$ cat src/rtl/fpd_pkg.sv
package fpd_pkg;

    localparam int WORD_W  = 32;
    localparam int OPF_W   = 9;
    localparam int REG_W   = 5;
    localparam int NOPS    = 3;

    localparam int OPF_LSB = 5;
    localparam int RS1_LSB = 14;
    localparam int RS2_LSB = 0;
    localparam int RD_LSB  = 25;

    localparam logic [WORD_W-1:0] GRP_MASK  = 32'hC1F8_0000;
    localparam logic [WORD_W-1:0] GRP_ARITH = 32'h81A0_0000;
    localparam logic [WORD_W-1:0] GRP_CMP   = 32'h81A8_0000;

    typedef enum logic [1:0] {
        SZ_NONE = 2'd0,
        SZ_S    = 2'd1,
        SZ_D    = 2'd2,
        SZ_Q    = 2'd3
    } fpd_size_e;

    typedef struct packed {
        logic      known;
        fpd_size_e sz_a;
        logic      raw_a;
        fpd_size_e sz_b;
        logic      raw_b;
        fpd_size_e sz_d;
        logic      raw_d;
    } fpd_shape_t;

    function automatic fpd_shape_t fpd_mk(fpd_size_e a, logic ra,
                                          fpd_size_e b, logic rb,
                                          fpd_size_e d, logic rd);
        fpd_shape_t s;
        s.known = 1'b1;
        s.sz_a  = a;
        s.raw_a = ra;
        s.sz_b  = b;
        s.raw_b = rb;
        s.sz_d  = d;
        s.raw_d = rd;
        return s;
    endfunction

endpackage

$ cat src/rtl/fpd_opf_table.sv
module fpd_opf_table
    import fpd_pkg::*;
(
    input  logic             arith_hit,
    input  logic             cmp_hit,
    input  logic [OPF_W-1:0] opf,
    output fpd_shape_t       shape
);

    always_comb begin
        shape = '0;
        if (arith_hit) begin
            unique case (opf)
                9'h041, 9'h045, 9'h049, 9'h04D: shape = fpd_mk(SZ_S, 1'b0, SZ_S, 1'b0, SZ_S, 1'b0);
                9'h042, 9'h046, 9'h04A, 9'h04E: shape = fpd_mk(SZ_D, 1'b0, SZ_D, 1'b0, SZ_D, 1'b0);
                9'h043, 9'h047, 9'h04B, 9'h04F: shape = fpd_mk(SZ_Q, 1'b0, SZ_Q, 1'b0, SZ_Q, 1'b0);
                9'h029: shape = fpd_mk(SZ_NONE, 1'b0, SZ_S, 1'b0, SZ_S, 1'b0);
                9'h02A: shape = fpd_mk(SZ_NONE, 1'b0, SZ_D, 1'b0, SZ_D, 1'b0);
                9'h02B: shape = fpd_mk(SZ_NONE, 1'b0, SZ_Q, 1'b0, SZ_Q, 1'b0);
                9'h001, 9'h005, 9'h009:
                        shape = fpd_mk(SZ_NONE, 1'b0, SZ_S, 1'b1, SZ_S, 1'b1);
                9'h069: shape = fpd_mk(SZ_S, 1'b0, SZ_S, 1'b0, SZ_D, 1'b0);
                9'h06E: shape = fpd_mk(SZ_D, 1'b0, SZ_D, 1'b0, SZ_Q, 1'b0);
                9'h0C4: shape = fpd_mk(SZ_NONE, 1'b0, SZ_S, 1'b1, SZ_S, 1'b0);
                9'h0C8: shape = fpd_mk(SZ_NONE, 1'b0, SZ_S, 1'b1, SZ_D, 1'b0);
                9'h0CC: shape = fpd_mk(SZ_NONE, 1'b0, SZ_S, 1'b1, SZ_Q, 1'b0);
                9'h0D1: shape = fpd_mk(SZ_NONE, 1'b0, SZ_S, 1'b0, SZ_S, 1'b1);
                9'h0D2: shape = fpd_mk(SZ_NONE, 1'b0, SZ_D, 1'b0, SZ_S, 1'b1);
                9'h0D3: shape = fpd_mk(SZ_NONE, 1'b0, SZ_Q, 1'b0, SZ_S, 1'b1);
                9'h0C6: shape = fpd_mk(SZ_NONE, 1'b0, SZ_D, 1'b0, SZ_S, 1'b0);
                9'h0C7: shape = fpd_mk(SZ_NONE, 1'b0, SZ_Q, 1'b0, SZ_S, 1'b0);
                9'h0C9: shape = fpd_mk(SZ_NONE, 1'b0, SZ_S, 1'b0, SZ_D, 1'b0);
                9'h0CB: shape = fpd_mk(SZ_NONE, 1'b0, SZ_Q, 1'b0, SZ_D, 1'b0);
                9'h0CD: shape = fpd_mk(SZ_NONE, 1'b0, SZ_S, 1'b0, SZ_Q, 1'b0);
                9'h0CE: shape = fpd_mk(SZ_NONE, 1'b0, SZ_D, 1'b0, SZ_Q, 1'b0);
                default: shape = '0;
            endcase
        end else if (cmp_hit) begin
            unique case (opf)
                9'h051, 9'h055: shape = fpd_mk(SZ_S, 1'b0, SZ_S, 1'b0, SZ_NONE, 1'b0);
                9'h052, 9'h056: shape = fpd_mk(SZ_D, 1'b0, SZ_D, 1'b0, SZ_NONE, 1'b0);
                9'h053, 9'h057: shape = fpd_mk(SZ_Q, 1'b0, SZ_Q, 1'b0, SZ_NONE, 1'b0);
                default: shape = '0;
            endcase
        end
    end

endmodule

$ cat config.mk
export PLATFORM = sky130hd
export DESIGN_NAME = fpd_opf_table
export DESIGN_NICKNAME = d
export VERILOG_FILES = /design/src/rtl/fpd_pkg.sv /design/src/rtl/fpd_opf_table.sv
export SDC_FILE = /design/constraint.sdc
export NUM_CORES = 1
export LEC_CHECK = 0
export ABC_CLOCK_PERIOD_IN_PS = 2950
export BUFFER_PORTS_ARGS = -buffer_cell sky130_fd_sc_hd__buf_4
export CORE_UTILIZATION = 35
export DETAILED_ROUTE_END_ITERATION = 10
export PLACE_DENSITY_LB_ADDON = 0.12
export SYNTH_ARGS = -nofsm -noshare
export SYNTH_HDL_FRONTEND = slang
export SYNTH_SLANG_ARGS = --single-unit
$ cat constraint.sdc
create_clock -name vclk -period 2.95
set_input_delay 0.1475 -clock vclk [all_inputs]
set_output_delay 0.1475 -clock vclk [all_outputs]
set_load 0.05 [all_outputs]
==> summary.txt <==
Status
  • Outcome: complete, no violations

GRT
  • First-pass GRT wire length: between 3000 and 4000 um
  • GRT Total Usage: roughly a fifth
  • Vias in the first global route: around 750
  • Largest net degree at the start of global routing: 17
  • Initial antenna violation count: 0
  • GR Overflow Total: 0

Worst setup path
  • Slowest stage cell, crit path: nor4b_1
  • CP Max Fanout: 14
  • Largest stage delay on the critical path: between 500 and 600 ps
  • Crit-path cells: buf_4 -> nor4b_1 -> a21oi_1 -> o2bb2ai_1 -> o31ai_2 -> a22oi_1 -> buf_4
  • CP Data Required Time: between 2000 and 3000 ps
  • Arr. time, crit path: 1720 ps
  • Category of the most critical setup path: in -> out
  • CP startpoint: opf[5]
  • Top Family by Delay on Critical Path: compound AO/OA/AOI/OAI gates
  • Critical Path Source Type: input pin
  • Cell mode on critical path: buf_4
  • Crit path buffers/inverters: 2
  • Setup crit end kind: output port

Final layout
  • FFs & Latches: 0
  • Layout area overhead: 14.8%
  • Layout cells sized above 1: about 27%
  • Register Area: 0 sq um
  • Diodes inserted: 0
  • Nets: between 100 and 150
  • # clk buffers: 0

Logic synthesis
  • Synth cell types: between 40 and 50
  • Synth Area per Inst: ~7.2 sq um
  • Syn nets: 111
  • Post-Syn Instances: 100
  • Top post-synthesis cells by area: nand2_1 4.7%, nor2_1 4.7%, buf_6 4.7%
  • Post-Syn Area: between 700 and 800 sq um
  • Sequential element share of the synthesized area: 0%
  • Synth warn: 0
  • Top-area cell type share of the netlist area: roughly 4.7%
  • Synth area leader: nand2_1

Pwr
  • Peak supply drop: 0.0703 mV
  • P_leak: about 0.33 nW
  • PwrDens: approximately 100 mW/mm^2
  • Total Power Consumption: approximately 0.084 mW

Floorplan
  • Die ar.: 0.00223 sq mm
  • Initial Util: between 30% and 40%
  • CORE AREA: between 0.0015 and 0.002 sq mm
  • Boundary pin count: 21
  • Row count: 16
  • Die H: 47.3 um
  • Die X-Extent: ~47 um

Clocking
  • Setup repair bufs after CTS: 0
  • Cts-stage hold buffer count: 0
  • Post-CTS sizing: 0

Detailed routing
  • Drt initial violations: 31
  • Via count: about 860
  • Number of remaining DRC errors: 0
  • Routed len/inst: about 15 um
  • DRT antenna net count: 0
  • Final WL: about 2100 um
  • DRT Pass-1 Iters: 4
  • Vias per inst: about 6.3

STA
  • Slew at the pin with the worst max-slew slack: just over 600 ps
  • RSZ-0062 raised after global routing: false
  • Achievable Freq: ~0.53 GHz
  • Relative slew slack: 58.9%
  • Final Max Slew Viols: 0
  • Setup TNS: 0 ps
  • Period utilization: a little under two thirds
  • Final hold vios: 0
  • Final hold slack: between 700 and 800 ps
  • Final setup vio count: 0
  • Crit path time final: between 1500 and 2000 ps

Job
  • Maxcap violations: 0

Worst hold path
  • WHS Path Cells: 3
  • Hold EP: shape[5]
  • Worst hold-check path type: in -> out
  • Hold Path Origin: arith_hit

Placed design
  • Placer Congestion: 0.861
  • IO buf count: 20
  • DP HPWL: approximately 1600 um
-- power breakdown --
part | switching (mW) | total, mW | leakage (nW) | internal [mW]
combinational | 0.0548 | 0.0844 | 0.332 | 0.0296
sequential | 0 | 0 | 0 | 0
clock | 0 | 0 | 0 | 0
-- worst max path at each step --
stage                to  slack (ps)  cells after the start
6_report       shape[0]        1080                      7
5_1_grt        shape[0]         940                      7
4_1_cts        shape[0]        1120                      7
3_5_place_dp   shape[0]        1120                      7
3_3_place_gp   shape[7]        1010                      7
2_1_floorplan  shape[7]         790                      6
-- metrics by stage --
stage	worst slack [ps]	cell area (sq um)	utilization [%]	instances
final	1080	823	42.4	137
after global routing	941	823	42.4	137
after CTS	1120	823	42.4	137
after detailed placement	1120	823	42.4	137
after global placement	1010	823	42.4	137
after floorplan	787	717	-	100
-- kinds of logic after synthesis --
family	Yosys count	share of synthesized area, %
other	1	0.523
AOI/OAI and AO/OA	32	34.7
buffers and inverters	14	12.9
xor gates and xnor gates	4	4.89
and+or+nand+nor	49	46.9
-- area by class of cell --
cell class,count,area [sq um]
inverter,4,15.0
tap,27,33.8
fill,222,1120
multi-input combinational,86,624
timing repair buffer,20,150
-- Yosys cell counts, types with 2 or more instances --
| cell | number |
|---|---|
| a21oi_1 | 5 |
| a22oi_1 | 2 |
| a31oi_1 | 3 |
| a32oi_1 | 2 |
| and2b_1 | 2 |
| buf_2 | 2 |
| buf_4 | 4 |
| buf_6 | 3 |
| inv_1 | 4 |
| nand2_1 | 9 |
| nand2_2 | 2 |
| nand3b_1 | 2 |
| nand4_1 | 5 |
| nand4b_1 | 2 |
| nor2_1 | 9 |
| nor3_1 | 3 |
| nor4b_1 | 2 |
| o211a_1 | 2 |
| o21ai_0 | 4 |
| or4b_1 | 2 |
| xnor2_1 | 2 |
| xor2_1 | 2 |
-- cell usage in the layout (no fill, tap or decap), types with 2 or more instances in the layout --
cell type  netlist  routed
nor3_1           3       3
or4b_1           2       2
a22oi_1          2       2
a32oi_1          2       2
o21ai_0          4       4
nor4b_1          2       2
nand2_1          9       9
and2b_1          2       2
nor2_1           9       9
nand3b_1         2       2
o211a_1          2       2
inv_1            4       4
nand4_1          5       5
a21oi_1          5       5
nand2_2          2       2
nand4b_1         2       2
xor2_1           2       2
buf_4            4      20
xnor2_1          2       2
a31oi_1          3       3
-- layer usage --
| layer | wire length, um | global-route usage [%] | vias to the layer above |
|---|---|---|---|
| met3 | 146 | 0.769 | 2 |
| met5 | 0 | 0 | - |
| met4 | 19 | 2.29 | 0 |
| met2 | 964 | 32.9 | 48 |
| li1 | - | - | 410 |
| met1 | 967 | 29.0 | 403 |
(Power assumes the default switching activity.)
